[config.mk]
export PLATFORM = sky130hd
export DESIGN_NAME = agc_gain_regfile
export DESIGN_NICKNAME = d
export VERILOG_FILES = /design/src/rtl/agc_regs_pkg.sv /design/src/rtl/agc_settle_timer.sv /design/src/rtl/agc_gain_owner.sv /design/src/rtl/agc_reg_slot.sv /design/src/rtl/agc_gain_regfile.sv
export SDC_FILE = /design/constraint.sdc
export NUM_CORES = 1
export LEC_CHECK = 0
export ABC_AREA = 1
export BUFFER_PORTS_ARGS = -buffer_cell sky130_fd_sc_hd__buf_2
export CORE_MARGIN = 5
export CORE_UTILIZATION = 54
export DETAILED_ROUTE_END_ITERATION = 16
export PLACE_DENSITY = 0.85
export SETUP_SLACK_MARGIN = 0.2
export SYNTH_ARGS = -nofsm -noshare
export SYNTH_HDL_FRONTEND = slang
export SYNTH_SLANG_ARGS = --single-unit
[constraint.sdc]
create_clock -name clk -period 3.41 [get_ports clk]
set_clock_uncertainty 0.15 [all_clocks]
set_input_delay 0.341 -clock clk [delete_from_list [all_inputs] [get_ports clk]]
set_output_delay 0.341 -clock clk [all_outputs]
set_load 0.01 [all_outputs]
[src/rtl/agc_regs_pkg.sv]
package agc_regs_pkg;
  localparam int REG_W       = 8;
  localparam int ADDR_W      = 3;
  localparam int NREG        = 1 << ADDR_W;
  localparam int GAIN_W      = 7;
  localparam int ADR_CTRL    = 0;
  localparam int ADR_GAIN    = 2;
  localparam int ADR_PWR     = 5;
  localparam int LAST_FORCED = 3;
  localparam int AGC_EN_BIT  = 7;
  localparam int ADC_PD_BIT  = 0;
  localparam int MSEL_BIT    = 3;
  localparam int PD_BITS     = 3;

  typedef logic [REG_W-1:0] byte_t;

  function automatic byte_t reg_default(input int idx);
    case (idx)
      0: return 8'h03;
      1: return 8'h01;
      2: return 8'h10;
      3: return 8'h36;
      5: return 8'h07;
      7: return 8'h80;
      default: return 8'h00;
    endcase
  endfunction

  function automatic byte_t reg_mask(input int idx);
    case (idx)
      0: return 8'h83;
      1: return 8'hCF;
      2: return 8'h7F;
      3: return 8'h7F;
      4: return 8'hFF;
      5: return 8'h0F;
      7: return 8'hFF;
      default: return 8'h00;
    endcase
  endfunction
endpackage

[src/rtl/agc_settle_timer.sv]
module agc_settle_timer #(
  parameter int LONG_CNT  = 516,
  parameter int SHORT_CNT = 260
) (
  input  logic clk,
  input  logic clear,
  input  logic tick,
  input  logic long_mode,
  output logic done
);
  localparam int MAXC = (LONG_CNT > SHORT_CNT) ? LONG_CNT : SHORT_CNT;
  localparam int CW   = $clog2(MAXC + 1);

  logic [CW-1:0] cnt;
  logic [CW-1:0] limit;

  assign limit = long_mode ? CW'(LONG_CNT) : CW'(SHORT_CNT);
  assign done  = (cnt >= limit);

  always_ff @(posedge clk) begin
    if (clear)
      cnt <= '0;
    else if (tick && !done)
      cnt <= cnt + 1'b1;
  end
endmodule

[src/rtl/agc_gain_owner.sv]
module agc_gain_owner (
  input  logic clk,
  input  logic clr,
  input  logic agc_en,
  input  logic adc_pd,
  input  logic settled,
  output logic agc_active,
  output logic seed_load
);
  logic active_q;

  assign agc_active = agc_en && !adc_pd && settled;
  assign seed_load  = agc_active && !active_q;

  always_ff @(posedge clk) begin
    if (clr)
      active_q <= 1'b0;
    else
      active_q <= agc_active;
  end
endmodule

[src/rtl/agc_reg_slot.sv]
module agc_reg_slot
  import agc_regs_pkg::*;
#(
  parameter int IDX = 0
) (
  input  logic              clk,
  input  logic              clr,
  input  logic              force_def,
  input  logic              host_wr,
  input  byte_t             host_wdata,
  input  logic              gain_own,
  input  logic              eng_valid,
  input  logic [GAIN_W-1:0] eng_gain,
  output byte_t             q
);
  localparam byte_t DEF  = reg_default(IDX);
  localparam byte_t MASK = reg_mask(IDX);
  localparam bit FORCED  = (IDX <= LAST_FORCED);
  localparam bit IS_GAIN = (IDX == ADR_GAIN);
  localparam bit IS_PWR  = (IDX == ADR_PWR);

  byte_t wr_val;
  byte_t eng_val;

  always_comb begin
    wr_val = host_wdata & MASK;
    if (IS_PWR && !(&q[PD_BITS-1:0]))
      wr_val[MSEL_BIT] = q[MSEL_BIT];
  end

  assign eng_val = byte_t'(eng_gain) & MASK;

  always_ff @(posedge clk) begin
    if (clr || (FORCED && force_def))
      q <= DEF;
    else if (IS_GAIN && gain_own) begin
      if (eng_valid)
        q <= eng_val;
    end else if (host_wr)
      q <= wr_val;
  end
endmodule

[src/rtl/agc_gain_regfile.sv]
module agc_gain_regfile
  import agc_regs_pkg::*;
#(
  parameter int LOCK_LONG  = 516,
  parameter int LOCK_SHORT = 260
) (
  input  logic                    clk,
  input  logic                    rst,
  input  logic                    hard_pd,
  input  logic                    fs_tick,
  input  logic                    host_we,
  input  logic                    host_re,
  input  logic [ADDR_W-1:0]       host_addr,
  input  logic [REG_W-1:0]        host_wdata,
  output logic [REG_W-1:0]        host_rdata,
  input  logic                    eng_valid,
  input  logic [GAIN_W-1:0]       eng_gain,
  output logic [NREG*REG_W-1:0]   regs_flat,
  output logic                    agc_active,
  output logic                    seed_load,
  output logic [GAIN_W-1:0]       gain_out
);
  byte_t bank [NREG];
  logic  clr_all;
  logic  adc_pd;
  logic  settled;

  assign clr_all = rst || hard_pd;
  assign adc_pd  = bank[ADR_PWR][ADC_PD_BIT];

  for (genvar i = 0; i < NREG; i++) begin : g_slot
    agc_reg_slot #(.IDX(i)) u_slot (
      .clk        (clk),
      .clr        (clr_all),
      .force_def  (adc_pd),
      .host_wr    (host_we && (host_addr == ADDR_W'(i))),
      .host_wdata (host_wdata),
      .gain_own   (agc_active),
      .eng_valid  (eng_valid),
      .eng_gain   (eng_gain),
      .q          (bank[i])
    );
    assign regs_flat[i*REG_W +: REG_W] = bank[i];
  end

  agc_settle_timer #(.LONG_CNT(LOCK_LONG), .SHORT_CNT(LOCK_SHORT)) u_timer (
    .clk       (clk),
    .clear     (clr_all || adc_pd),
    .tick      (fs_tick),
    .long_mode (bank[ADR_PWR][MSEL_BIT]),
    .done      (settled)
  );

  agc_gain_owner u_owner (
    .clk        (clk),
    .clr        (clr_all),
    .agc_en     (bank[ADR_CTRL][AGC_EN_BIT]),
    .adc_pd     (adc_pd),
    .settled    (settled),
    .agc_active (agc_active),
    .seed_load  (seed_load)
  );

  assign gain_out = bank[ADR_GAIN][GAIN_W-1:0];

  always_ff @(posedge clk) begin
    if (clr_all)
      host_rdata <= '0;
    else if (host_re)
      host_rdata <= bank[host_addr];
  end
endmodule

* Word level (Yosys, flattened, before mapping)
Cells that the tools add are included.
** Operators by class
- Add/subtract/negate cells :: 1
- Multiply operators :: 0
- Div/mod/pow operators :: 0
- $lt $le $gt $ge :: 2
- Eq/ne operators :: 7
- Shift operators :: 0
- Mux-type cells :: 7
- Bitwise gates (word level) :: 1
- Reductions and logical operators :: 20
** Operator list (count)
- 8-bit 2-to-1 mux :: 5
- 8-bit binary-select mux with 3-bit select :: 1
- 1-bit logical AND :: 11
- 10-bit by 1-bit adder with 10-bit output (second input constant) :: 1
- 10-bit >= comparator :: 1
- 10-bit 2-to-1 mux :: 1
- 3-bit equality test (second input constant) :: 3
- 3-bit by 2-bit equality test with 1-bit output (second input constant) :: 2
- 4-bit >= comparator (second input constant) :: 1
- 3-bit NOT with 4-bit output :: 1
- 4-bit AND reduction :: 1
- 3-bit by 1-bit equality test with 1-bit output (second input constant) :: 1
- 1-bit logical NOT :: 3
- 3-bit logical NOT :: 1
- 1-bit logical OR :: 2
- 2-bit inequality test (second input constant) :: 1
- 2-bit AND reduction :: 1
- 2-bit nonzero test :: 1
** Word-level totals
- Flip-flop bits (word level) :: 63
- Latch bits :: 0
- Bits in writable memories :: 0
- Memory bits (read-only) :: 0
- Input port bits :: 25
- Output and inout bits :: 81
- Logic and storage cells :: 49
- Memories kept :: 0

* Logic depth before layout (Yosys ltp)
- Word-level depth :: 5
- Gate-level depth with buffers :: 12
- Depth with buffers taken out :: 11

* Modules after synthesis
Synthesis repeated with hierarchy kept, for this count alone.
** Second synthesis, totals
- Cell total of the unflattened synthesis :: 631
- Area, all modules :: 3982.6 um^2
** Modules (own cells, without submodules)
- agc_gain_regfile :: instances 1, cells each 213, area each 1127.3 um^2, seq. area each 160.2 um^2
- agc_settle_timer :: instances 1, cells each 100, area each 684.4 um^2, seq. area each 200.2 um^2
- agc_reg_slot at g_slot[2].u_slot :: instances 1, cells each 74, area each 470.5 um^2, seq. area each 140.1 um^2
- agc_reg_slot at g_slot[4].u_slot :: instances 1, cells each 51, area each 341.6 um^2, seq. area each 160.2 um^2
- agc_reg_slot at g_slot[7].u_slot :: instances 1, cells each 50, area each 339.1 um^2, seq. area each 160.2 um^2
- agc_reg_slot at g_slot[3].u_slot :: instances 1, cells each 39, area each 284.0 um^2, seq. area each 140.1 um^2
- agc_reg_slot at g_slot[1].u_slot :: instances 1, cells each 40, area each 280.3 um^2, seq. area each 120.1 um^2
- agc_reg_slot at g_slot[5].u_slot :: instances 1, cells each 28, area each 191.4 um^2, seq. area each 80.1 um^2
- agc_reg_slot at g_slot[0].u_slot :: instances 1, cells each 22, area each 162.7 um^2, seq. area each 60.1 um^2
- agc_reg_slot at g_slot[6].u_slot :: instances 1, cells each 9, area each 63.8 um^2, seq. area each 0.0 um^2
- agc_gain_owner :: instances 1, cells each 5, area each 37.5 um^2, seq. area each 20.0 um^2

* Least setup slack after synthesis
OpenSTA, ideal clock, no wires.
- Path kind :: register to output
- Start :: reg g_slot[5].u_slot.q[3]
- End :: out seed_load
- Arrival :: 1429 ps
- Required time :: 2919 ps
- Path slack :: 1490 ps
- Cell stages (with the launch flop) :: 10
- Buffers on the path :: 1
- Cells stage by stage :: dfxtp_1 inv_1 ha_1 nand2_1 nor2_1 nand2_2 nand2_4 nand2_2 buf_6 nor2_1
** Between the ends
- Cells in the longest elaborated chain, start to end :: 4
** Ends and longest elaborated chain
- start, declared :: RTL line agc_reg_slot.sv:14 : output byte_t q
- start signal, assigned :: RTL line agc_reg_slot.sv:38 : q <= eng_val;
- start signal, assigned :: RTL line agc_reg_slot.sv:40 : q <= wr_val;
- 10-bit 2-to-1 mux :: RTL line agc_settle_timer.sv:17 : assign limit = long_mode ? CW'(LONG_CNT) : CW'(SHORT_CNT);
- 10-bit >= comparator :: RTL line agc_settle_timer.sv:18 : assign done = (cnt >= limit);
- 1-bit logical AND :: RTL line agc_gain_owner.sv:12 : assign agc_active = agc_en && !adc_pd && settled;
- 1-bit logical AND :: RTL line agc_gain_owner.sv:13 : assign seed_load = agc_active && !active_q;
- end, declared :: RTL line agc_gain_regfile.sv:20 : output logic seed_load,
No other way between the ends.

* Worst setup path in the final report
Ends and elaborated chain as after synthesis.

==> metrics.yaml <==
status: "completed"
cp_max_fo: 12
ant_nets: 0
synth.avg_cell_area_um2: 7.09
slowest_stage: "dfxtp_1"
crit_buf_inv: 2
p_per_area_nw_per_um2: 426
grt_max_degree: 26
yosysSeqAreaShare_pct: 39.2
drt_first_iter_violations: 353
start_kind: "flip-flop"
drt-pass1-iter-count: 5
synthesis.instances: 447
p_leak_nw: 1.75
cts_resized: 0
fin_util_pct: 63.5
synth_cell_types: 29
dpl-instance-area_um2: 3480
cp.arrival_ns: 1.99
required_ns: 2.92
finalInstanceArea_um2: 3690
wire_per_inst_um: 14.6
cts_hold_buf: 0
start_util_pct: 54.5
cts_root_buf: "clkbuf_8"
grt_use_total_pct: 23.3
timing.final.crit_share_pct: 72.7
cts_tree: "yes"
max_freq_ghz: 0.404
timing_hold_violations_final: 0
cts_sinks: 62
hp-class: "input port to flip-flop"
critPathTopFamily: "simple AND/OR/NAND/NOR gates"
syn-cell-area_um2: 3170
drive_above_1_share_pct: 24.2
die_x_um: 86.6
route.detailed.drc: 0
max-cap-violations: 0
synth-seq-cells: 62
overflow: 0
h-tree-depth: 3
grt_pass1_wl_um: 13700
path_cells: "inv_1 > ha_1 > nand2_1 > nor2_1 > nand2_2 > nand2_4 > nand2_2 > nor2_1 > buf_2"
antenna_found_initial: 0
ir_worst_vdd_uv: 214
final_nets: 552
area_growth_pct: 16.6
cts_inserted_buffers: 9
ioPinCount: 106
yosysWarnings: 0
grt_pass1_vias: 2983
rows: 28
relSlewSlack_pct: 65.8
cts_buffer_depth: 2
worst_pin_slew_ns: 0.511
io_buffers: 84
slew_viol_final: 0
gp_congestion: 0.877
finalSetupTns_ns: 0
path_class: "flip-flop to output pin"
die_h_um: 86.6
post_cts_buffers: 0
rsz0062_at_grt: "no"
core_area_um2: 5820
worst_skew_pair.late_latency_ns: 0.35
die-area_um2: 7500
routed_wl_um: 8800
cpPeakStageDelay_ns: 0.37
hpwl_um: 6530
diodes: 0
num_vias: 3268
via_per_inst: 5.42
layout_min_cycle_time_ns: 2.48
finalSetupViolCount: 0
cts.clk_slew.worst_paths_ns: 0.07
pre_cts_slack_ns: 1.32
setup_ws_ns: 0.932
critPathCaptureType: "output pin"
## power breakdown
part | switching (mW) | internal [mW]
registers | 0.00453 | 0.731
clock network | 0.280 | 0.430
logic | 0.0911 | 0.0372
## worst reg2reg max path: stages, from the launching register on
cell,delay (ns)
dfxtp_1,0.37
inv_1,0.08
ha_1,0.29
nand2_1,0.07
nand2_1,0.06
nor2_2,0.17
nand3_1,0.33
inv_2,0.28
nand3_1,0.10
nand2_1,0.07
nor2_1,0.04
## placed cells by master, fill, tap and decap left out
master,n
nand2_1,88
buf_2,84
dfxtp_1,62
a21oi_1,44
nor2_1,41
o21ai_0,36
inv_1,35
nand3_1,34
conb_1,21
o21ai_1,14
inv_2,11
clkbuf_8,10
nand2_2,5
nor2_4,5
nor2_2,4
ha_1,4
a22oi_1,3
o2111ai_1,3
o211ai_1,3
nor3_1,3
nand4_1,3
nand2_4,2
xor2_1,2
bufinv_16,2
clkinv_2,2
clkbuf_1,2
buf_4,2
nand3_2,1
o22ai_1,1
o221ai_1,1
## cells in the mapped netlist, drive strengths merged
library cell   n  area share [%]
conb           1            0.12
o221ai         1            0.28
o211ai         3            0.71
inv           46             5.4
o22ai          1            0.20
a22oi          3            0.71
o21ai         50             7.9
nand4          3            0.59
nand3         35             5.7
xor2           2            0.55
ha             4             1.6
a21oi         44             6.9
buf           37             8.8
nand2         95              12
clkbuf         4            0.51
o2111ai        3            0.83
dfxtp         62              39
nor2          50             7.4
nor3           3            0.47
## routing by layer
| metal | GRT usage [%] | routed length, um |
|---|---|---|
| met1 | 30.0 | 3540 |
| met2 | 37.3 | 4210 |
| met3 | 5.89 | 900 |
| met4 | 9.63 | 160 |
| met5 | 0 | 0 |
## final cells by class
class / count / area, um^2
Timing Repair Buffer: 86 / 435
Clock inverter: 4 / 70.1
Fill cell: 531 / 2120
Tap cell: 75 / 93.8
Sequential cell: 62 / 1240
Multi-Input combinational cell: 318 / 1540
Clock buffer: 12 / 145
Inverter: 46 / 173
## flip-flops by register name, indices dropped and copies added, names as in the netlist
| signal | flops |
|---|---|
| g_slot.u_slot.q | 43 |
| u_timer.cnt | 10 |
| host_rdata | 8 |
| u_owner.active_q | 1 |
## stage by stage
stage,power (mW),cells,hold WS (ns)
after global placement,0.875,587,0.313
after global routing,1.62,603,0.156
after floorplan,0.848,467,0.317
final,1.57,603,0.145
after detailed placement,0.876,587,0.312
after CTS,1.57,603,0.131
## final timing paths
path	slack (ns)	depth (start not counted)	start	endpoint
setup / recovery	0.93	9	g_slot[5].u_slot.q[3]$_SDFFE_PP0P_	seed_load
hold / removal	0.14	3	host_wdata[5]	g_slot[3].u_slot.q[5]$_SDFFE_PP1P_
hold reg to reg	0.33	2	g_slot[4].u_slot.q[5]$_SDFFE_PP0P_	g_slot[4].u_slot.q[5]$_SDFFE_PP0P_
setup reg to reg	1.29	10	g_slot[5].u_slot.q[3]$_SDFFE_PP0P_	u_timer.cnt[2]$_SDFFE_PP0P_
## logic make-up (layout without fill, tap and decap cells)
kind of cell    after synthesis  after routing  synth area share (%)
buf+inv                      87            148                  14.7
simple gates                186            186                  26.3
compound gates              105            105                  17.6
flops                        62             62                  39.2
other cells                   1             21                 0.118
xor+xnor                      2              2                 0.553
fa+ha+maj                     4              4                  1.58
Power figures use the tool's default switching activity.
